## src/rtl/gpev_pkg.sv

```systemverilog
package gpev_pkg;
    localparam int CFG_AW = 2;

    localparam logic [CFG_AW-1:0] ADDR_ENABLE  = 2'd0;
    localparam logic [CFG_AW-1:0] ADDR_MODE_LO = 2'd1;
    localparam logic [CFG_AW-1:0] ADDR_MODE_HI = 2'd2;
    localparam logic [CFG_AW-1:0] ADDR_FILTER  = 2'd3;

    typedef enum logic [1:0] {
        TRIG_ANY  = 2'b00,
        TRIG_RISE = 2'b01,
        TRIG_FALL = 2'b10,
        TRIG_NONE = 2'b11
    } trig_e;

    function automatic logic pin_hit(input trig_e mode, input logic cur, input logic old);
        case (mode)
            TRIG_ANY:  return cur ^ old;
            TRIG_RISE: return cur & ~old;
            TRIG_FALL: return ~cur & old;
            default:   return 1'b0;
        endcase
    endfunction
endpackage

```

## src/rtl/gpev_cfg.sv

```systemverilog
module gpev_cfg
    import gpev_pkg::*;
#(
    parameter int N = 32
) (
    input  logic              clk_i,
    input  logic              rst_ni,
    input  logic              we_i,
    input  logic [CFG_AW-1:0] addr_i,
    input  logic [N-1:0]      wdata_i,
    output logic [N-1:0]      en_o,
    output logic [N-1:0]      mode_lo_o,
    output logic [N-1:0]      mode_hi_o,
    output logic [N-1:0]      filt_o
);
    typedef struct packed {
        logic [N-1:0] en;
        logic [N-1:0] mlo;
        logic [N-1:0] mhi;
        logic [N-1:0] flt;
    } cfg_t;

    cfg_t cfg_d, cfg_q;

    always_comb begin
        cfg_d = cfg_q;
        if (we_i) begin
            case (addr_i)
                ADDR_ENABLE:  cfg_d.en  = wdata_i;
                ADDR_MODE_LO: cfg_d.mlo = wdata_i;
                ADDR_MODE_HI: cfg_d.mhi = wdata_i;
                default:      cfg_d.flt = wdata_i;
            endcase
        end
    end

    always_ff @(posedge clk_i or negedge rst_ni) begin
        if (!rst_ni) cfg_q <= '0;
        else         cfg_q <= cfg_d;
    end

    assign en_o      = cfg_q.en;
    assign mode_lo_o = cfg_q.mlo;
    assign mode_hi_o = cfg_q.mhi;
    assign filt_o    = cfg_q.flt;
endmodule

```

## src/rtl/gpev_front.sv

```systemverilog
module gpev_front #(
    parameter int N = 32
) (
    input  logic         clk_i,
    input  logic         rst_ni,
    input  logic [N-1:0] pin_i,
    input  logic [N-1:0] filt_en_i,
    output logic [N-1:0] sync_o,
    output logic [N-1:0] filt_o,
    output logic [N-1:0] lvl_o
);
    typedef struct packed {
        logic [N-1:0] s1;
        logic [N-1:0] s2;
        logic [N-1:0] s_prev;
        logic [N-1:0] filt;
    } front_t;

    front_t fr_d, fr_q;
    logic [N-1:0] hold;

    always_comb begin
        fr_d        = fr_q;
        fr_d.s1     = pin_i;
        fr_d.s2     = fr_q.s1;
        fr_d.s_prev = fr_q.s2;
        // a filtered pin keeps its old level until two samples agree
        hold        = filt_en_i & (fr_q.s2 ^ fr_q.s_prev);
        fr_d.filt   = (fr_q.s2 & ~hold) | (fr_q.filt & hold);
    end

    always_ff @(posedge clk_i or negedge rst_ni) begin
        if (!rst_ni) fr_q <= '0;
        else         fr_q <= fr_d;
    end

    assign sync_o = fr_q.s2;
    assign filt_o = fr_q.filt;
    assign lvl_o  = (filt_en_i & fr_q.filt) | (~filt_en_i & fr_q.s2);
endmodule

```

## src/rtl/gpev_detect.sv

```systemverilog
module gpev_detect
    import gpev_pkg::*;
#(
    parameter int N = 32,
    parameter int G = 8
) (
    input  logic             clk_i,
    input  logic             rst_ni,
    input  logic [N-1:0]     lvl_i,
    input  logic [N-1:0]     en_i,
    input  logic [N-1:0]     mode_lo_i,
    input  logic [N-1:0]     mode_hi_i,
    output logic [N/G-1:0]   line_o
);
    localparam int L = N / G;

    typedef struct packed {
        logic [N-1:0] prev;
        logic [L-1:0] line;
    } det_t;

    det_t dt_d, dt_q;
    logic [N-1:0] hit;

    for (genvar p = 0; p < N; p++) begin : g_pin
        assign hit[p] = en_i[p] &
                        pin_hit(trig_e'({mode_hi_i[p], mode_lo_i[p]}), lvl_i[p], dt_q.prev[p]);
    end

    logic [L-1:0] grp_hit;
    for (genvar g = 0; g < L; g++) begin : g_grp
        assign grp_hit[g] = |hit[g*G +: G];
    end

    always_comb begin
        dt_d      = dt_q;
        dt_d.prev = lvl_i;
        dt_d.line = grp_hit;
    end

    always_ff @(posedge clk_i or negedge rst_ni) begin
        if (!rst_ni) dt_q <= '0;
        else         dt_q <= dt_d;
    end

    assign line_o = dt_q.line;
endmodule

```

## src/rtl/gpev_top.sv

```systemverilog
module gpev_top
    import gpev_pkg::*;
#(
    parameter int NUM_PINS   = 32,
    parameter int GROUP_SIZE = 8,
    localparam int NUM_LINES = NUM_PINS / GROUP_SIZE
) (
    input  logic                 clk_i,
    input  logic                 rst_ni,
    input  logic [NUM_PINS-1:0]  pin_i,
    input  logic                 cfg_we_i,
    input  logic [CFG_AW-1:0]    cfg_addr_i,
    input  logic [NUM_PINS-1:0]  cfg_wdata_i,
    output logic [NUM_LINES-1:0] evt_line_o
);
    logic [NUM_PINS-1:0] en_w, mlo_w, mhi_w, flt_w;
    logic [NUM_PINS-1:0] sync_w, filt_w, lvl_w;

    gpev_cfg #(.N(NUM_PINS)) u_cfg (
        .clk_i     (clk_i),
        .rst_ni    (rst_ni),
        .we_i      (cfg_we_i),
        .addr_i    (cfg_addr_i),
        .wdata_i   (cfg_wdata_i),
        .en_o      (en_w),
        .mode_lo_o (mlo_w),
        .mode_hi_o (mhi_w),
        .filt_o    (flt_w)
    );

    gpev_front #(.N(NUM_PINS)) u_front (
        .clk_i     (clk_i),
        .rst_ni    (rst_ni),
        .pin_i     (pin_i),
        .filt_en_i (flt_w),
        .sync_o    (sync_w),
        .filt_o    (filt_w),
        .lvl_o     (lvl_w)
    );

    gpev_detect #(.N(NUM_PINS), .G(GROUP_SIZE)) u_detect (
        .clk_i     (clk_i),
        .rst_ni    (rst_ni),
        .lvl_i     (lvl_w),
        .en_i      (en_w),
        .mode_lo_i (mlo_w),
        .mode_hi_i (mhi_w),
        .line_o    (evt_line_o)
    );
endmodule

```

## config.mk

```make
export PLATFORM = sky130hd
export DESIGN_NAME = gpev_top
export DESIGN_NICKNAME = d
export VERILOG_FILES = /design/src/rtl/gpev_pkg.sv /design/src/rtl/gpev_cfg.sv /design/src/rtl/gpev_front.sv /design/src/rtl/gpev_detect.sv /design/src/rtl/gpev_top.sv
export SDC_FILE = /design/constraint.sdc
export NUM_CORES = 1
export LEC_CHECK = 0
export BUFFER_PORTS_ARGS = -buffer_cell sky130_fd_sc_hd__buf_2
export CORE_ASPECT_RATIO = 1.75
export CORE_MARGIN = 2
export CORE_UTILIZATION = 60
export CTS_CLUSTER_DIAMETER = 100
export DETAILED_ROUTE_END_ITERATION = 10
export PLACE_DENSITY = 0.86
export SYNTH_ARGS = -nofsm -noshare
export SYNTH_HDL_FRONTEND = slang
export SYNTH_SLANG_ARGS = --single-unit
export TNS_END_PERCENT = 1
```

## constraint.sdc

```tcl
create_clock -name clk_i -period 3.17 [get_ports clk_i]
set_input_delay 0.4755 -clock clk_i [delete_from_list [all_inputs] [get_ports clk_i]]
set_output_delay 0.4755 -clock clk_i [all_outputs]
set_load 0.05 [all_outputs]
```

## After elaboration in Yosys (flattened, before gate mapping)

Cells that the tools add are included.

- Input bits: 69
- Logic and storage cells: 353
- Bits in registers: 292
- Output and inout port bits: 4

- Reductions and logical operators: 42
- Bitwise operators: 203
- Eq/ne operators: 66
- Multiplexer cells: 32

Operators with widths:

| kind | count |
|---|---|
| $and A32 B32 Y32 | 5 |
| $and A1 B1 Y1 | 96 |
| $pmux W1 S3 | 32 |
| $eq A2 B1 Y1 const B | 33 |
| $eq A2 B2 Y1 const B | 33 |
| $logic_not A2 Y1 | 33 |
| $not A1 Y1 | 65 |
| $not A32 Y32 | 2 |
| $or A32 B32 Y32 | 2 |
| $reduce_or A8 Y1 | 4 |
| $xor A1 B1 Y1 | 32 |
| $xor A32 B32 Y32 | 1 |
| $reduce_and A2 Y1 | 4 |
| $reduce_or A3 Y1 | 1 |

## Longest topological paths before layout

- Depth after elaboration: 8
- Gate-level depth with buffers: 7
- Depth with buffers taken out: 7

## Hierarchy

A second synthesis with hierarchy kept.

- Cell total of the unflattened synthesis: 924
- Area total of the unflattened synthesis: 12495.7 µm²

By module, submodules not included:

| module | instances | area each (µm²) | cells each | sequential area each (µm²) |
|---|---|---|---|---|
| gpev_front | 1 | 4764.6 | 323 | 3203.1 |
| gpev_cfg | 1 | 4744.6 | 272 | 3203.1 |
| gpev_detect | 1 | 2986.6 | 329 | 900.9 |

## Worst setup path before layout

Ideal clock, no wire load.

- Kind: register to register
- Start point: reg u_cfg.cfg_q, in the netlist u_cfg.filt_o[5]
- End point: reg u_detect.dt_q, in the netlist u_detect.line_o[0]
- Arrival: 1388 ps
- Clock period less this slack: 1525 ps
- Cell stages (with the launch flop): 7
- Slack: 1645 ps
- Library setup time: 138 ps
- Buffers on the path: 0
- Required time: 3032 ps
- Cells stage by stage: dfrtp_1 mux2i_1 ha_1 or2_2 a21oi_1 a2111oi_0 nand4_1

RTL lines:

| element | line | text |
|---|---|---|
| from (decl) | gpev_cfg.sv:23 | `cfg_t cfg_d, cfg_q;` |
| from (signal assigned) | gpev_cfg.sv:39 | `else cfg_q <= cfg_d;` |
| to (signal assigned) | gpev_detect.sv:43 | `else dt_q <= dt_d;` |
| to (decl) | gpev_detect.sv:22 | `det_t dt_d, dt_q;` |

==> results.md <==
* Outcome: finished clean
* Number of cells traversed by the worst register-to-register path at 7
* Clock root buffer: sky130_fd_sc_hd__clkbuf_16
* Reported max-cap violation count at 0
* Reg clk slew, reported paths at 0.07 ns
* Share of power burned in the clock network at 0.341
* Number of vias after detailed routing at 6866
* Setup TNS at 0 ns
* Max VDD drop at 555 µV
* Num Clock Sinks at 292
* Largest fanout on the critical path at 4
* Part of the total power dissipated in sequential elements at 0.506
* Hold Path Class: in2reg
* Count of final setup violators at 0
* Initial antenna violation count at 1
* Post-synthesis cell count at 891
* Met3 routed WL at 616 µm
* Synthesized Nets at 1024
* Post-route fraction of the period consumed by the critical path at 0.637
* Maximum operating frequency at 495 MHz
* Count of TritonRoute iterations in the first routing pass at 4
* EDFF count, synth at 0
* Sequential fraction of the synthesis area at 0.616
* Global-route wire length before repair at 34100 µm
* Placeable core region at 0.0196 mm²
* Inst Count DP at 1201
* Clock Latency Late Sink at 0.51 ns
* Post_cts resized at 0
* Number of cells on the worst hold path at 1
* Setup crit start kind: flip-flop
* Register bit count reported by yosys at 292
* Critical path required time at 3.53 ns
* Shortest period the worst path allows at 2.02 ns
* GR Overflow Total at 0
* Post-Syn Area per Cell at 13.3 µm²
* Switching share of power at 0.260
* Cell Int Power at 6780 µW
* DRC errors left at 0
* Logic pwr share at 0.153
* Power per Cell Area at 685 mW/mm²
* Worst Setup End Kind: flip-flop
* Detail Placement HPWL at 13500 µm
* Tightest Pin Transition at 1.08 ns
* Final WS setup at 1.15 ns
* Number of hold violations in the final report at 0
* Netlist area before placement at 0.0119 mm²
* Die width at 110 µm
* Multi-input combinational cell area at 0.00417 mm²
* CTS tree: yes
* Number of top-level pins at 73
* Uppermost metal layer occupied by signal nets: met4
* Number of input and output port buffers inserted at 72
* Number of core rows at 68
* Average wire per standard cell at 16.4 µm
* Wire length on met2 at 10800 µm
* Worst reg2reg setup slack at 1.15 ns
* Sum of routed wire segments on met1 at 8320 µm
* Leading cell type in the layout, fill and taps excluded: sky130_fd_sc_hd__dfrtp_1
* Relative max-transition margin at 0.282
* Die Height at 190 µm
* Worst slack after detailed placement at 0.866 ns
* Total length of routed wires at 20400 µm
* Number of levels the H-tree was split into at 1
* Non-filler instance count after layout at 1244
* Share of final-layout standard cells stronger than drive strength 1 at 0.254
* Number of buffers inserted by hold repair at cts at 1
* Total power at 9170 µW
* Unrepaired setup endpoints after global routing: false
* Proportion of register bits with asynchronous set or reset after synthesis at 1.00
* Leakage power at 0.00634 µW
* Total GRT Usage at 0.205
* Leading cell types in the layout, fill and taps excluded: sky130_fd_sc_hd__dfrtp_1, sky130_fd_sc_hd__mux2_2, sky130_fd_sc_hd__inv_1, sky130_fd_sc_hd__a21oi_1, sky130_fd_sc_hd__buf_2
* Vias in the first global route at 7206
* Primary FF master, synth: sky130_fd_sc_hd__dfrtp_1
* Utilization of the core after routing at 0.684
* Area of the die at 0.0210 mm²
* Nets@finish at 1117
* Synth-to-layout area growth at 12.8%
* CTS buffer count at 25
* Yosys warning count at 0
* Count of filler cells inserted in the layout at 1370
* Sw Pwr at 2390 µW
* Initial core utilization at 0.606
* Maximum number of pins on one net before global-route repair at 92
* Worst Path Class, Setup: reg2reg
* Arrival time at the worst endpoint at 2.38 ns
* Max Buffers Root-to-Sink at 3
* Largest clock skew in the final design at 0.00950 ns
* Iteration-0 DRC count of the detailed router at 354
* Post-CTS repair timing setup buffer count at 0
* Placer Congestion at 0.774
* Remaining antenna violation count at 0
* Count of unique library cells instantiated by Yosys at 30
* Final-report max-slew violation count at 0
* Detail-routed via count per cell at 5.52
* Total area of sequential cells at 0.00731 mm²
## cell families after synthesis
kind of cell / share of synthesized area
mux: 0.147
compound gates: 0.0632
buf+inv: 0.0332
flops: 0.616
simple gates: 0.0729
fa+ha+maj: 0.0675
## worst paths after layout
path                             startpoint                 end
setup / recovery           u_cfg.filt_o[13]  u_detect.line_o[1]
hold / removal                     pin_i[1]    u_front.fr_d[65]
setup reg to reg           u_cfg.filt_o[13]  u_detect.line_o[1]
hold reg to reg            u_front.fr_d[75]  u_front.sync_o[11]
max in group asynchronous            rst_ni  u_cfg.mode_lo_o[6]
min in group asynchronous            rst_ni           async pin
## cell usage after synthesis, types with 9 or more instances
| cell | count | area [µm²] |
|---|---|---|
| sky130_fd_sc_hd__a21oi_1 | 71 | 355 |
| sky130_fd_sc_hd__dfrtp_1 | 292 | 7310 |
| sky130_fd_sc_hd__a211o_1 | 13 | 114 |
| sky130_fd_sc_hd__mux2_2 | 124 | 1400 |
| sky130_fd_sc_hd__mux2i_1 | 33 | 330 |
| sky130_fd_sc_hd__nand2b_1 | 45 | 282 |
| sky130_fd_sc_hd__ha_1 | 64 | 801 |
| sky130_fd_sc_hd__nand4b_1 | 17 | 149 |
| sky130_fd_sc_hd__o21ai_0 | 20 | 100 |
| sky130_fd_sc_hd__nor2b_1 | 9 | 56.3 |
| sky130_fd_sc_hd__buf_2 | 9 | 45.0 |
| sky130_fd_sc_hd__inv_1 | 79 | 297 |
| sky130_fd_sc_hd__nor2_1 | 46 | 173 |
| sky130_fd_sc_hd__nand2_1 | 18 | 67.6 |
## metrics by stage
step / hold slack (ns) / area (µm²)
2_1_floorplan: 0.180 / 11900
3_3_place_gp: 0.332 / 12500
3_5_place_dp: 0.335 / 12500
4_1_cts: 0.0432 / 13400
5_1_grt: 0.0389 / 13400
6_report: 0.0587 / 13400
## power by group through the flow
stage | Combinational (µW) | Sequential (µW) | Clock [µW]
final | 1400 | 4640 | 3120
after global routing | 1580 | 4720 | 3350
after CTS | 1430 | 4640 | 3180
after detailed placement | 1400 | 4700 | 0
after global placement | 1330 | 4660 | 0
after floorplan | 1060 | 4590 | 0
## critical path: stages, from the launching register on
cell	delay, ns
sky130_fd_sc_hd__dfrtp_1	0.41
sky130_fd_sc_hd__mux2i_1	0.34
sky130_fd_sc_hd__inv_1	0.11
sky130_fd_sc_hd__ha_1	0.21
sky130_fd_sc_hd__nand4b_1	0.09
sky130_fd_sc_hd__o41ai_1	0.09
sky130_fd_sc_hd__nor4_1	0.42
sky130_fd_sc_hd__nand4_1	0.20
## area by class of cell
cell class	count	area share
flip-flops and latches	292	0.546
multi-input cells	504	0.311
clock buffers	30	0.0504
repair buffers	82	0.0353
well taps	245	0.0229
inverters	79	0.0221
clock inverters	11	0.0120
diodes	1	0.000187
## metal layers
metal / vias to the layer above / global-route usage
met2: 90 / 0.361
met4: 0 / 0.0813
met3: 41 / 0.0271
met1: 3486 / 0.252
li1: 3249 / -
met5: - / 0
(Power assumes the default switching activity.)
